<file path="config.mk">
export PLATFORM = sky130hd
export DESIGN_NAME = updn_event_counter
export DESIGN_NICKNAME = d
export VERILOG_FILES = /design/src/rtl/updn_pkg.sv /design/src/rtl/updn_edge.sv /design/src/rtl/updn_step.sv /design/src/rtl/updn_status.sv /design/src/rtl/updn_event_counter.sv
export SDC_FILE = /design/constraint.sdc
export NUM_CORES = 1
export LEC_CHECK = 0
export BUFFER_PORTS_ARGS = -buffer_cell sky130_fd_sc_hd__buf_2
export CORE_MARGIN = 4
export CORE_UTILIZATION = 54
export CTS_CLUSTER_DIAMETER = 30
export CTS_CLUSTER_SIZE = 28
export DETAILED_ROUTE_END_ITERATION = 7
export PLACE_DENSITY = 0.81
export SLEW_MARGIN = 25
export SYNTH_ARGS = -nofsm -noshare
export SYNTH_HDL_FRONTEND = slang
export SYNTH_SLANG_ARGS = --single-unit
</file>
<file path="constraint.sdc">
create_clock -name clk -period 3.6 [get_ports clk]
set_input_delay 0.54 -clock clk [delete_from_list [all_inputs] [get_ports clk]]
set_output_delay 0.54 -clock clk [all_outputs]
set_load 0.005 [all_outputs]
</file>
<file path="src/rtl/updn_pkg.sv">
package updn_pkg;
    localparam int CTRL_W   = 16;
    localparam int BIT_UP   = 15;
    localparam int BIT_DN   = 14;
    localparam int BIT_DONE = 13;
    localparam int BIT_OVF  = 12;
    localparam int BIT_UNF  = 11;

    typedef struct packed {
        logic done;
        logic ovf;
        logic unf;
    } flags_t;
endpackage

</file>
<file path="src/rtl/updn_edge.sv">
module updn_edge #(
    parameter int N = 2
) (
    input  logic         clk,
    input  logic         rst_n,
    input  logic [N-1:0] lvl_i,
    output logic [N-1:0] lvl_q_o,
    output logic [N-1:0] rise_o
);
    for (genvar g = 0; g < N; g++) begin : g_ch
        logic lvl_d, lvl_q;

        always_comb begin
            lvl_d = lvl_i[g];
        end

        always_ff @(posedge clk or negedge rst_n) begin
            if (!rst_n) lvl_q <= 1'b0;
            else        lvl_q <= lvl_d;
        end

        assign lvl_q_o[g] = lvl_q;
        assign rise_o[g]  = lvl_i[g] & ~lvl_q;

        assert_rise_tracks_R1: assert property (@(posedge clk) disable iff (!rst_n)
            rise_o[g] |=> lvl_q_o[g]);
    end
endmodule

</file>
<file path="src/rtl/updn_step.sv">
module updn_step #(
    parameter int W = 16
) (
    input  logic [W-1:0] acc_i,
    input  logic         inc_i,
    input  logic         dec_i,
    output logic [W-1:0] acc_o,
    output logic         wrap_hi_o,
    output logic         wrap_lo_o
);
    localparam logic [W-1:0] MAXV = {1'b0, {(W-1){1'b1}}};
    localparam logic [W-1:0] MINV = {1'b1, {(W-1){1'b0}}};

    always_comb begin
        acc_o     = acc_i;
        wrap_hi_o = 1'b0;
        wrap_lo_o = 1'b0;
        if (inc_i && !dec_i) begin
            if (acc_i == MAXV) begin
                acc_o     = MINV;
                wrap_hi_o = 1'b1;
            end else begin
                acc_o = acc_i + 1'b1;
            end
        end else if (dec_i && !inc_i) begin
            if (acc_i == MINV) begin
                acc_o     = MAXV;
                wrap_lo_o = 1'b1;
            end else begin
                acc_o = acc_i - 1'b1;
            end
        end
    end

    always_comb begin
        assert_single_wrap_R3: assert (!(wrap_hi_o && wrap_lo_o));
    end
endmodule

</file>
<file path="src/rtl/updn_status.sv">
module updn_status
    import updn_pkg::*;
(
    input  logic              up_lvl_i,
    input  logic              dn_lvl_i,
    input  flags_t            flg_i,
    output logic [CTRL_W-1:0] ctrl_o
);
    always_comb begin
        ctrl_o           = '0;
        ctrl_o[BIT_UP]   = up_lvl_i;
        ctrl_o[BIT_DN]   = dn_lvl_i;
        ctrl_o[BIT_DONE] = flg_i.done;
        ctrl_o[BIT_OVF]  = flg_i.ovf;
        ctrl_o[BIT_UNF]  = flg_i.unf;
    end
endmodule

</file>
<file path="src/rtl/updn_event_counter.sv">
module updn_event_counter
    import updn_pkg::*;
#(
    parameter int W = 16
) (
    input  logic              clk,
    input  logic              rst_n,
    input  logic              up_i,
    input  logic              dn_i,
    input  logic              clr_i,
    input  logic [W-1:0]      preset_i,
    output logic [W-1:0]      acc_o,
    output logic              done_o,
    output logic              ovf_o,
    output logic              unf_o,
    output logic [CTRL_W-1:0] ctrl_o
);
    localparam logic [W-1:0] MAXV = {1'b0, {(W-1){1'b1}}};
    localparam logic [W-1:0] MINV = {1'b1, {(W-1){1'b0}}};

    typedef struct packed {
        logic [W-1:0] acc;
        flags_t       flg;
    } state_t;

    state_t       st_d, st_q;
    logic [1:0]   lvl_q, rise;
    logic [W-1:0] acc_step;
    logic         wrap_hi, wrap_lo;

    updn_edge #(.N(2)) edge_i (
        .clk     (clk),
        .rst_n   (rst_n),
        .lvl_i   ({dn_i, up_i}),
        .lvl_q_o (lvl_q),
        .rise_o  (rise)
    );

    updn_step #(.W(W)) step_i (
        .acc_i     (st_q.acc),
        .inc_i     (rise[0]),
        .dec_i     (rise[1]),
        .acc_o     (acc_step),
        .wrap_hi_o (wrap_hi),
        .wrap_lo_o (wrap_lo)
    );

    always_comb begin
        st_d = st_q;
        if (clr_i) begin
            st_d.acc = '0;
            st_d.flg = '0;
        end else begin
            st_d.acc      = acc_step;
            st_d.flg.ovf  = st_q.flg.ovf | wrap_hi;
            st_d.flg.unf  = st_q.flg.unf | wrap_lo;
            st_d.flg.done = $signed(acc_step) >= $signed(preset_i);
        end
    end

    always_ff @(posedge clk or negedge rst_n) begin
        if (!rst_n) st_q <= '0;
        else        st_q <= st_d;
    end

    updn_status status_i (
        .up_lvl_i (lvl_q[0]),
        .dn_lvl_i (lvl_q[1]),
        .flg_i    (st_q.flg),
        .ctrl_o   (ctrl_o)
    );

    assign acc_o  = st_q.acc;
    assign done_o = st_q.flg.done;
    assign ovf_o  = st_q.flg.ovf;
    assign unf_o  = st_q.flg.unf;

    assert_both_edges_hold_R3: assert property (@(posedge clk) disable iff (!rst_n)
        (up_i && !ctrl_o[BIT_UP] && dn_i && !ctrl_o[BIT_DN] && !clr_i)
        |=> $stable(acc_o) && $stable(ovf_o) && $stable(unf_o));

    assert_ovf_wrap_R4: assert property (@(posedge clk) disable iff (!rst_n)
        (up_i && !ctrl_o[BIT_UP] && !(dn_i && !ctrl_o[BIT_DN]) && !clr_i && acc_o == MAXV)
        |=> (acc_o == MINV) && ovf_o);

    assert_unf_wrap_R5: assert property (@(posedge clk) disable iff (!rst_n)
        (dn_i && !ctrl_o[BIT_DN] && !(up_i && !ctrl_o[BIT_UP]) && !clr_i && acc_o == MINV)
        |=> (acc_o == MAXV) && unf_o);

    assert_sticky_flags_R6: assert property (@(posedge clk) disable iff (!rst_n)
        ((ovf_o || unf_o) && !clr_i) |=> ($past(ovf_o) -> ovf_o) && ($past(unf_o) -> unf_o));

    assert_clear_R8: assert property (@(posedge clk) disable iff (!rst_n)
        clr_i |=> (acc_o == '0) && !done_o && !ovf_o && !unf_o);

    assert_level_mirror_R9: assert property (@(posedge clk) disable iff (!rst_n)
        rst_n |=> (ctrl_o[BIT_UP] == $past(up_i)) && (ctrl_o[BIT_DN] == $past(dn_i)));
endmodule

</file>
==> reports/metrics.cfg <==
[global_route]
grt.overflow.total=0
grt_pass1_vias=2061
grt.total_usage_pct=23.2
antenna_found_initial=0
grt_max_degree=22
grt_pass1_wl_um=9670

[setup_path]
cpPeakStageDelay_ns=0.49
worstPathArrival_ns=3.59
worstSetupStartpointType=flop
slowest_stage=dfrtp_1
path_max_fanout=7
path_class=reg -> reg
crit_chain=nor4_4, and4b_4, nand3_2, a311o_1, a21oi_1, ha_1, nand4_1, nor2_1, a221o_1, or4_1, a31oi_1
worstPathRequired_ns=3.79
end_kind=flop

[detailed_routing]
viasPerCell=6.12
via_count=2185
dr.pass1.iters=5
drt-initial-drc-count=229
antenna_left=0
wire_per_inst_um=16.7
drc=0
wirelength_um=5970

[timing]
hold_violations=0
period_needed_ns=3.40
setup_violations=0
rsz0062_at_grt=false
max_clock_freq_mhz=294
skew_ns=0.00141
min_period_over_period_pct=94.5
final_max_slew_viol_count=0

[floorplan]
core-area_mm2=0.00400
dieArea_mm2=0.00521
row_count=23
ios=56
die_x_um=72.2
initial_core_util_pct=55.6
die_h_um=72.2

[final_layout]
syn2layout_area_growth_pct=12.3
mostFrequentLayoutCells=buf_2, nor2_1, dfrtp_1
antenna_cells=0
drive_above_1_share_pct=27.0
nets=348
layout_commonest_cell=buf_2
utilization_pct=62.5

[job]
drv_cap=0

[clock_tree]
htreeDepth=1
cts_tree=yes
clk-insertion-delay-late_ns=0.27
clock_path_buffers=2
cts.clk_slew.worst_paths_ns=0.08
postCtsSetupRepairBufs=0
cts-root-buf=clkbuf_8
cts_sinks=21
cts_made_buffers=3

[place]
numPortBuffers=44
dp_hpwl_um=4590
gp_congestion=0.981

[synthesis]
synth_edf_count=0
syn_inst=267
synth_area_mm2=0.00223
yosysUniqueCellTypes=64
ys_ff_latch=21
syn-mean-instance-area_um2=8.34
ys_warn_count=0
ys.flop_type=dfrtp_1
synthArstFlopShare_pct=100
synth_seq_area_share_pct=23.6

[worst_hold_path]
hold_class=in -> async

[power_and_ir_drop]
p_per_area_mw_per_mm2=310
p_leak_nw=1.24
p_total_mw=0.775
peakVddDrop_v=0.000137

[status]
outcome=finished, final reports clean

## registers in the layout (all words and copies together) (netlist names)
register	cells
unf_o	1
ovf_o	1
acc_o	16
done_o	1
edge_i.g_ch.lvl_q	2
## cells by family (layout without fill, tap and decap cells)
logic type                 count (synthesis)  after routing  synth area share, %
AOI/OAI and AO/OA                         57             57                 18.7
xor gates and xnor gates                   2              2                0.787
adders and majority gates                 19             19                 10.7
buffers and inverters                     47             77                 11.9
DFF                                       21             21                 23.6
muxes                                      5              5                 2.30
other                                      1             11                0.168
and+or+nand+nor                          115            115                 31.9
## area by class of cell
| type | count | area [µm²] |
|---|---|---|
| fill | 352 | 1500 |
| timing repair buffer | 55 | 303 |
| multi-input combinational | 209 | 1500 |
| inverter | 18 | 67.6 |
| clock buffer | 4 | 45.0 |
| sequential | 21 | 526 |
| tap | 50 | 62.6 |
## critical path, delay by kind of cell (launching register included)
| kind | cells | cell delay, ns |
|---|---|---|
| adder cells (fa/ha/maj) | 1 | 0.26 |
| AO/OA/AOI/OAI | 4 | 1.06 |
| flip-flops | 1 | 0.49 |
| AND/OR/NAND/NOR | 6 | 1.51 |
## final timing paths
| path | from | end | slack (ns) | cells after the start |
|---|---|---|---|---|
| min in group clk | up_i | edge_i.g_ch[0].lvl_q | 0.40 | 1 |
| worst max register to register | acc_o[4] | done_o | 0.20 | 11 |
| worst max-delay path | acc_o[4] | done_o | 0.20 | 11 |
| max in group asynchronous | rst_n | acc_o[6] | 3.05 | 1 |
| worst min-delay path | rst_n | acc_o[12] | 0.22 | 1 |
| worst min register to register | ovf_o | ovf_o | 0.53 | 2 |
## per-layer routing
layer / routed length (µm) / vias up / GRT usage (%) / part of all wire, %
li1: - / 1038 / - / -
met3: 522 / 19 / 2.63 / 8.7
met5: 0 / - / 0 / 0
met1: 2490 / 996 / 31.2 / 42
met4: 157 / 0 / 10.0 / 2.6
met2: 2800 / 132 / 37.7 / 47
## metrics by stage
| step | setup TNS (ns) | instance area [µm²] | std cells | worst slack [ns] | hold WS [ns] |
|---|---|---|---|---|---|
| after floorplan | 0 | 2260 | 277 | 0.462 | 0.244 |
| after global placement | 0 | 2430 | 353 | 0.0277 | 0.496 |
| after detailed placement | -0.0669 | 2430 | 353 | -0.0669 | 0.508 |
| after CTS | 0 | 2480 | 357 | 0.128 | 0.247 |
| after global routing | 0 | 2500 | 357 | 0.0122 | 0.266 |
| final | 0 | 2500 | 357 | 0.198 | 0.224 |
## cell usage after synthesis (all sizes together), types with 2 or more instances
| cell type | count | area (µm²) |
|---|---|---|
| a2111oi | 2 | 36.3 |
| a211oi | 2 | 15.0 |
| a21boi | 2 | 15.0 |
| a21o | 2 | 16.3 |
| a21oi | 18 | 90.1 |
| a311o | 2 | 21.3 |
| a31oi | 3 | 18.8 |
| a41oi | 2 | 17.5 |
| and2 | 4 | 25.0 |
| and3 | 6 | 40.0 |
| buf | 26 | 184 |
| clkbuf | 3 | 12.5 |
| dfrtp | 21 | 526 |
| ha | 19 | 238 |
| inv | 18 | 67.6 |
| mux2i | 4 | 40.0 |
| nand2 | 15 | 63.8 |
| nand2b | 2 | 12.5 |
| nand3 | 14 | 75.1 |
| nand3b | 2 | 15.0 |
| nand4 | 10 | 62.6 |
| nor2 | 24 | 97.6 |
| nor2b | 6 | 37.5 |
| nor3 | 13 | 87.6 |
| nor4 | 7 | 80.1 |
| o2111ai | 2 | 17.5 |
| o211ai | 2 | 15.0 |
| o21a | 3 | 22.5 |
| o21ai | 3 | 15.0 |
| o221ai | 2 | 17.5 |
| o31ai | 3 | 22.5 |
| or2 | 3 | 21.3 |
| or3 | 3 | 18.8 |
| or4 | 3 | 26.3 |
| xnor2 | 2 | 17.5 |
## power by group
group	internal [mW]	total [mW]	switching, mW
clock	0.0792	0.166	0.0869
sequential	0.253	0.289	0.0358
combinational	0.139	0.320	0.181
total	0.472	0.775	0.303
## timing repair
action,4_1_cts,5_1_grt
hold buffers,0,0
setup endpoints to repair,0,1
resized for setup,0,6
Power figures use the tool's default switching activity.
